$ cat config.mk
export PLATFORM = sky130hd
export DESIGN_NAME = pci_trd_phase_ctl
export DESIGN_NICKNAME = d
export VERILOG_FILES = /design/src/rtl/pci_trd_pkg.sv /design/src/rtl/pci_trd_wait_ctr.sv /design/src/rtl/pci_trd_seq.sv /design/src/rtl/pci_trd_phase_ctl.sv
export SDC_FILE = /design/constraint.sdc
export NUM_CORES = 1
export LEC_CHECK = 0
export BUFFER_PORTS_ARGS = -buffer_cell sky130_fd_sc_hd__clkbuf_2
export CORE_AREA = 2 2 39 41
export DETAILED_ROUTE_END_ITERATION = 12
export DIE_AREA = 0 0 41 43
export MAX_ROUTING_LAYER = met4
export RECOVER_POWER = 25
export SLEW_MARGIN = 20
export SYNTH_ARGS = -nofsm -noshare
export SYNTH_HDL_FRONTEND = slang
export SYNTH_SLANG_ARGS = --single-unit
$ cat constraint.sdc
create_clock -name clk -period 3 [get_ports clk]
set_input_delay 0.45 -clock clk [delete_from_list [all_inputs] [get_ports clk]]
set_output_delay 0.45 -clock clk [all_outputs]
set_load 0.005 [all_outputs]
$ cat src/rtl/pci_trd_pkg.sv
package pci_trd_pkg;

  typedef enum logic [1:0] {
    ST_IDLE   = 2'd0,
    ST_HOLD   = 2'd1,
    ST_ACTIVE = 2'd2,
    ST_DISC   = 2'd3
  } trd_state_e;

  // First data phase may begin once the local hold is released or the FIFO is full
  function automatic logic start_allowed(input logic hold_req_n, input logic full);
    return hold_req_n | full;
  endfunction

  // Wait budget is used up once the count has reached the limit
  function automatic logic budget_spent(input int unsigned count, input int unsigned limit);
    return count >= limit;
  endfunction

endpackage

$ cat src/rtl/pci_trd_wait_ctr.sv
module pci_trd_wait_ctr #(
  parameter int unsigned MAX_WAIT = 8,
  localparam int unsigned CNT_W = $clog2(MAX_WAIT + 1)
) (
  input  logic             clk,
  input  logic             rst_n,
  input  logic             clr,
  input  logic             inc,
  output logic [CNT_W-1:0] cnt,
  output logic             spent
);
  import pci_trd_pkg::*;

  localparam logic [CNT_W-1:0] LIMIT = CNT_W'(MAX_WAIT);

  always_ff @(posedge clk) begin
    if (!rst_n || clr) begin
      cnt <= '0;
    end else if (inc && (cnt < LIMIT)) begin
      cnt <= cnt + 1'b1;
    end
  end

  assign spent = budget_spent(int'(cnt), MAX_WAIT);

endmodule

$ cat src/rtl/pci_trd_seq.sv
module pci_trd_seq (
  input  logic clk,
  input  logic rst_n,
  input  logic rd_claim,
  input  logic frame_n,
  input  logic irdy_n,
  input  logic fifo_empty,
  input  logic fifo_full,
  input  logic hold_n,
  input  logic bpend_n,
  input  logic spent,
  output logic trdy_n,
  output logic stop_n,
  output logic fifo_pop,
  output logic phase_done,
  output logic wait_inc,
  output logic wait_clr,
  output logic in_hold,
  output logic in_active
);
  import pci_trd_pkg::*;

  trd_state_e state, state_nxt;
  logic in_disc, data_rdy, dry, give_up;

  assign in_hold   = (state == ST_HOLD);
  assign in_active = (state == ST_ACTIVE);
  assign in_disc   = (state == ST_DISC);

  assign data_rdy   = in_active & ~fifo_empty;
  assign dry        = in_active & fifo_empty;
  assign give_up    = dry & (bpend_n | spent);
  assign phase_done = data_rdy & ~irdy_n;

  assign trdy_n   = ~data_rdy;
  assign stop_n   = ~(give_up | in_disc);
  assign fifo_pop = phase_done;
  assign wait_inc = dry & ~give_up;
  assign wait_clr = phase_done | ~in_active;

  always_comb begin
    state_nxt = state;
    unique case (state)
      ST_IDLE:   if (rd_claim) state_nxt = ST_HOLD;
      ST_HOLD:   if (start_allowed(hold_n, fifo_full)) state_nxt = ST_ACTIVE;
      ST_ACTIVE: begin
        if (phase_done && frame_n)  state_nxt = ST_IDLE;
        else if (give_up)           state_nxt = frame_n ? ST_IDLE : ST_DISC;
      end
      ST_DISC:   if (frame_n) state_nxt = ST_IDLE;
      default:   state_nxt = ST_IDLE;
    endcase
  end

  always_ff @(posedge clk) begin
    if (!rst_n) state <= ST_IDLE;
    else        state <= state_nxt;
  end

endmodule

$ cat src/rtl/pci_trd_phase_ctl.sv
module pci_trd_phase_ctl #(
  parameter int unsigned MAX_WAIT = 8
) (
  input  logic clk,
  input  logic rst_n,
  input  logic rd_claim,
  input  logic frame_n,
  input  logic irdy_n,
  input  logic fifo_empty,
  input  logic fifo_full,
  input  logic hold_n,
  input  logic bpend_n,
  output logic trdy_n,
  output logic stop_n,
  output logic fifo_pop
);
  localparam int unsigned CNT_W = $clog2(MAX_WAIT + 1);

  logic             phase_done;
  logic             wait_inc;
  logic             wait_clr;
  logic             wait_spent;
  logic             in_hold;
  logic             in_active;
  logic [CNT_W-1:0] wait_cnt;

  pci_trd_seq u_seq (
    .clk        (clk),
    .rst_n      (rst_n),
    .rd_claim   (rd_claim),
    .frame_n    (frame_n),
    .irdy_n     (irdy_n),
    .fifo_empty (fifo_empty),
    .fifo_full  (fifo_full),
    .hold_n     (hold_n),
    .bpend_n    (bpend_n),
    .spent      (wait_spent),
    .trdy_n     (trdy_n),
    .stop_n     (stop_n),
    .fifo_pop   (fifo_pop),
    .phase_done (phase_done),
    .wait_inc   (wait_inc),
    .wait_clr   (wait_clr),
    .in_hold    (in_hold),
    .in_active  (in_active)
  );

  pci_trd_wait_ctr #(.MAX_WAIT(MAX_WAIT)) u_wait (
    .clk   (clk),
    .rst_n (rst_n),
    .clr   (wait_clr),
    .inc   (wait_inc),
    .cnt   (wait_cnt),
    .spent (wait_spent)
  );

endmodule

==> flow_summary.toml, run 1 <==
[timing]
setup_tns_ns = 0
fmax_ghz = 0.590
finalHoldViolCount = 0
finalCritPeriodShare = 0.565
slew_violations = 0
setup_violations = 0
worst_slew_pin_slew_ns = 0.333
max-slew-margin-rel = 0.777
finalCriticalPeriod_ns = 1.69
rsz0062_at_grt = "no"
clock_skew_ns = 0.00653

[grt]
antenna_found_initial = 0
grt_pass1_vias = 303
grt_pass1_wl_um = 1160
grt-ovfl-total = 0
track_usage = 0.102
grt_max_degree = 9

[setup_path]
r2r_cells = 3
crit_required_ns = 2.55
cp.arrival_ns = 1.24
path_class = "flop to primary output"
crit_slowest_cell = "dfxtp_1"
worst_setup_path_end_kind = "primary output"
r2r-end = "u_wait.cnt[2]"
critPathMaxStageDelay_ns = 0.45
worstPathMaxFanout = 8
r2r-start = "u_seq.state[1]"
reg2reg_slack_ns = 1.70
start_kind = "flop"
crit_chain = "nor2b_1 > nand2b_1 > nor2_1 > clkbuf_2"

[logic_synthesis]
synth_top_area_frac = 0.342
syn_area_um2 = 352
ys.warnings.count = 0
synth_largest_area_cell = "dfxtp_1"
synthCells = 43
yosys-top-cells-area = "dfxtp_1 (34%), ha_1 (7.1%), a211oi_1 (6.4%)"
avgSynthCellArea_um2 = 8.18
synth_seq_cells = 6
yosys.cell_types.count = 20
syn-num-nets = 54
ys_seq_area_frac = 0.342

[power_and_ir_drop]
combPwrFrac = 0.138
power.switching_mw = 0.0453
vdd_drop_max_mv = 0.263
p_leak_nw = 0.170
p_seq_frac = 0.475
clkPwrFrac = 0.387
cellInternalPower_mw = 0.143
power.density_nw_per_um2 = 419
switching_share = 0.241

[place]
dpl_cell_area_um2 = 427
place_hpwl_um = 605
io_buffers = 11
place_inst = 70
gp_congestion = 0.670

[clock_tree]
numCtsBuffers = 3
clock_sinks = 6
root_buffer = "clkbuf_4"
postCtsSetupBuffers = 0
postCtsHoldBufs = 0
cts_tree = "yes"
clockBufferDepth = 2
clk_latency_ns = 0.24
clk_pin_slew_ns = 0.05
h-tree-depth = 1
ctsResizeCount = 0

[routing]
via_count = 348
routedWlPerCell_um = 10.3
drt-vias-per-instance = 4.77
drc_errors = 0
drtAntennaViolNets = 0
wl_um = 749
drt_iter0_drc = 2
drt-pass1-iter-count = 4

[final_layout]
diodes = 0
drive_above_1_share = 0.263
syn2layout_area_growth_pct = 27.8
final_area_um2 = 449
final_cell_mix = "clkbuf_2 (11), dfxtp_1 (6), inv_1 (4), o21ai_0 (4), a21oi_1 (4)"
fin_cells = 73
nets = 70
final_common_cell = "clkbuf_2"

[floorplanning]
die_h_um = 43
fp.dieW_um = 41
start_util = 0.254
io-pin-count = 12
dieArea_um2 = 1760
core-area_um2 = 1380
num_rows = 14

[hold_path]
hp-class = "input port to flop"
hold_depth = 3
min-delay-start = "rst_n"
hold_end = "u_seq.state[0]"

[job]
drv_cap = 0

[run_status]
status = "completed"
## state kept, by name, summed over array words and instances (netlist names)
name         flops
u_seq.state      2
u_wait.cnt       4
## layer usage
| metal | track usage | part of all wire | vias up |
|---|---|---|---|
| met3 | 0.0471 | 0.033 | 0 |
| met1 | 0.128 | 0.49 | 155 |
| met5 | - | 0 | - |
| li1 | - | - | 189 |
| met2 | 0.128 | 0.48 | 4 |
| met4 | 0.0600 | 0 | 0 |
## cell families (layout without fill, tap and decap cells)
kind of cell             after synthesis  in the layout  synth area share
flip-flops                             6              6             0.342
buffers and inverters                  4             18            0.0427
AND/OR/NAND/NOR                       17             17             0.303
AO/OA/AOI/OAI                         14             14             0.242
adder cells (fa/ha/maj)                2              2            0.0712
## power groups by stage
stage / Clock, mW / Combinational (mW) / Sequential [mW]
2_1_floorplan: 0 / 0.0155 / 0.0886
5_1_grt: 0.0832 / 0.0288 / 0.0895
3_5_place_dp: 0 / 0.0262 / 0.0903
3_3_place_gp: 0 / 0.0260 / 0.0903
4_1_cts: 0.0774 / 0.0264 / 0.0888
6_report: 0.0728 / 0.0260 / 0.0894
## worst max-delay path: cells and delay by family (launching register included)
family                 cells  cell delay (ns)
AND/OR/NAND/NOR            3             0.45
flip-flops                 1             0.45
buffers and inverters      1             0.11
## area by class of cell
class                           count  area, um^2
Clock buffer                        3        22.5
Sequential cell                     6         120
Fill cell                         157         935
Timing Repair Buffer               11        55.1
Tap cell                           16        20.0
Inverter                            4        15.0
Multi-Input combinational cell     33         216
## cells in the mapped netlist
master,n
o31ai_1,1
o21a_1,1
inv_1,4
nor2b_1,1
ha_1,2
o21ai_0,4
nand4bb_1,1
a211oi_1,3
dfxtp_1,6
nand2b_1,2
nand3_1,2
nor2_1,3
and2b_1,1
a21oi_1,4
or4_1,1
o211ai_1,1
and4bb_2,1
nand4_1,1
nor4bb_1,1
nand2_1,3
## how the worst max path moves through the flow
stage / start / to / slack, ns
6_report: u_seq.state[1] / fifo_pop / 1.31
5_1_grt: u_seq.state[1] / fifo_pop / 1.21
4_1_cts: u_seq.state[1] / fifo_pop / 1.32
3_5_place_dp: bpend_n / stop_n / 1.54
3_3_place_gp: u_seq.state[1] / fifo_pop / 1.57
2_1_floorplan: bpend_n / u_wait.cnt[2] / 1.75
## metrics by stage
step	utilization	setup WS, ns	total power, mW	hold slack, ns
after floorplan	-	1.75	0.104	0.454
after global placement	0.308	1.57	0.116	0.469
after detailed placement	0.308	1.54	0.117	0.480
after CTS	0.325	1.32	0.193	0.446
after global routing	0.325	1.21	0.202	0.452
final	0.325	1.31	0.188	0.458
(Power assumes the default switching activity.)
==> run 2: changes to the inputs <==
Settings changed: ABC_AREA set to 1.
Clock period 3 ns to 1.7 ns, I/O delays scaled along.
==> flow_summary.toml, run 2 <==
[timing]
setup_tns_ns = 0
slew_violations = 0
worst_slew_pin_slew_ns = 0.444
fmax_ghz = 0.692
max-slew-margin-rel = 0.703
rsz0062_at_grt = "no"
finalCriticalPeriod_ns = 1.45
finalHoldViolCount = 0
clock_skew_ns = 0.00475
finalCritPeriodShare = 0.850
setup_violations = 0

[hold_path]
hp-class = "input port to flop"
min-delay-start = "rst_n"

[floorplanning]
fp.dieW_um = 41
num_rows = 14
start_util = 0.298
core-area_um2 = 1380
die_h_um = 43
io-pin-count = 12
dieArea_um2 = 1760

[setup_path]
cp.arrival_ns = 1.19
crit_required_ns = 1.44
critPathCapture = "stop_n"
r2r_cells = 7
worstPathMaxFanout = 5
r2r-end = "u_wait.cnt[2]"
start_kind = "flop"
worst_setup_path_end_kind = "primary output"
r2r-start = "u_seq.state[1]"
path_class = "flop to primary output"
reg2reg_slack_ns = 0.35
startpoint = "u_seq.state[1]"

[grt]
antenna_found_initial = 0
grt_pass1_vias = 331
track_usage = 0.105
grt_max_degree = 7
grt-ovfl-total = 0
grt_pass1_wl_um = 1190

[clock_tree]
clk_pin_slew_ns = 0.04
clk_latency_ns = 0.24
ctsResizeCount = 0
numCtsBuffers = 3
cts_tree = "yes"
clock_sinks = 6
postCtsHoldBufs = 0
root_buffer = "clkbuf_4"
clockBufferDepth = 2
postCtsSetupBuffers = 0
h-tree-depth = 1

[final_layout]
multi_input_area_um2 = 244
largest_register_ffs = 4
fillers = 152
final_common_cell = "nand2_1"
top_register = "u_wait.cnt"
drive_above_1_share = 0.355
top_regs = "u_wait.cnt (4), u_seq.state (2)"
final_cell_mix = "nand2_1 (17), clkbuf_2 (11), inv_1 (8)"
syn2layout_area_growth_pct = 21.8
nets = 89
fin_cells = 92
diodes = 0
regArea_um2 = 120

[routing]
drt_iter0_drc = 0
routedWlPerCell_um = 8.02
wl_um = 738
drt-pass1-iter-count = 1
via_count = 386
drtAntennaViolNets = 0
drc_errors = 0
drt-vias-per-instance = 4.20

[logic_synthesis]
yosys-top-cells-area = "dfxtp_1 (29%), nand2_1 (15%), inv_1 (7.3%)"
ys_top_cells_by_count = "nand2_1 (17), inv_1 (8), dfxtp_1 (6), nor2_1 (6), a21oi_1 (4)"
synth_top_area_frac = 0.291
synth_largest_area_cell = "dfxtp_1"
yosys.cell_types.count = 17
yosysMostFrequentCell = "nand2_1"
syn_area_um2 = 413
ys_seq_area_frac = 0.291
synth_seq_cells = 6
syn-num-nets = 73
ys_dominant_reg_cell = "dfxtp_1"
ys.warnings.count = 0
synthCells = 62
avgSynthCellArea_um2 = 6.66
synth_edf_count = 0
async_flop_share = 0

[place]
place_hpwl_um = 621
gp_congestion = 0.677
place_inst = 89
io_buffers = 11

[run_status]
status = "completed"

[power_and_ir_drop]
vdd_drop_max_mv = 0.544
p_leak_nw = 0.243
power.density_nw_per_um2 = 1160

[job]
drv_cap = 0
-- run 2: cell type report --
type                    instances  share of cell area
inverters                      11              0.0821
flip-flops and latches          6               0.239
multi-input cells              45               0.485
well taps                      16              0.0398
clock buffers                   3              0.0448
repair buffers                 11               0.109
-- run 2: where the power goes --
part / switching (mW) / internal, mW / total [mW] / leakage, nW
registers: 0.0310 / 0.164 / 0.195 / 0.0488
clock network: 0.0480 / 0.0796 / 0.128 / 0.0138
logic: 0.162 / 0.101 / 0.262 / 0.181
-- run 2: worst max-delay path: stages (launching register included) --
cell and delay [ns]:
dfxtp_1 0.36, inv_2 0.09, nor2_4 0.15, nand3_1 0.12, o21a_1 0.13, clkbuf_2 0.10
-- run 2: layer usage --
metal	GRT usage	routed length, um
met3	0.0628	44
met2	0.153	371
met4	0.0600	0
met5	-	0
met1	0.104	322
-- run 2: logic make-up (layout without fill, tap and decap cells) --
logic type	count (synthesis)	after routing	synth area share
buffers and inverters	11	25	0.100
DFF	6	6	0.291
and+or+nand+nor	36	36	0.439
AOI/OAI and AO/OA	7	7	0.109
adders and majority gates	2	2	0.0606
-- run 2: metrics by stage --
| step | util | hold WS [ns] | total power [mW] | cell area, um^2 | setup WS [ns] |
|---|---|---|---|---|---|
| after floorplan | - | 0.390 | 0.408 | 413 | 0.663 |
| after global placement | 0.353 | 0.464 | 0.468 | 488 | 0.518 |
| after detailed placement | 0.353 | 0.470 | 0.470 | 488 | 0.496 |
| after CTS | 0.369 | 0.255 | 0.603 | 510 | 0.234 |
| after global routing | 0.363 | 0.260 | 0.648 | 503 | 0.183 |
| final | 0.363 | 0.261 | 0.585 | 503 | 0.254 |
-- run 2: worst min-delay path by stage --
stage,to,slack (ns),depth (start not counted)
floorplan,u_seq.state[0],0.39,2
global placement,u_wait.cnt[3],0.46,2
detailed placement,u_wait.cnt[3],0.47,2
CTS,u_seq.state[0],0.25,3
global route,u_seq.state[1],0.26,3
finish,u_seq.state[0],0.26,3
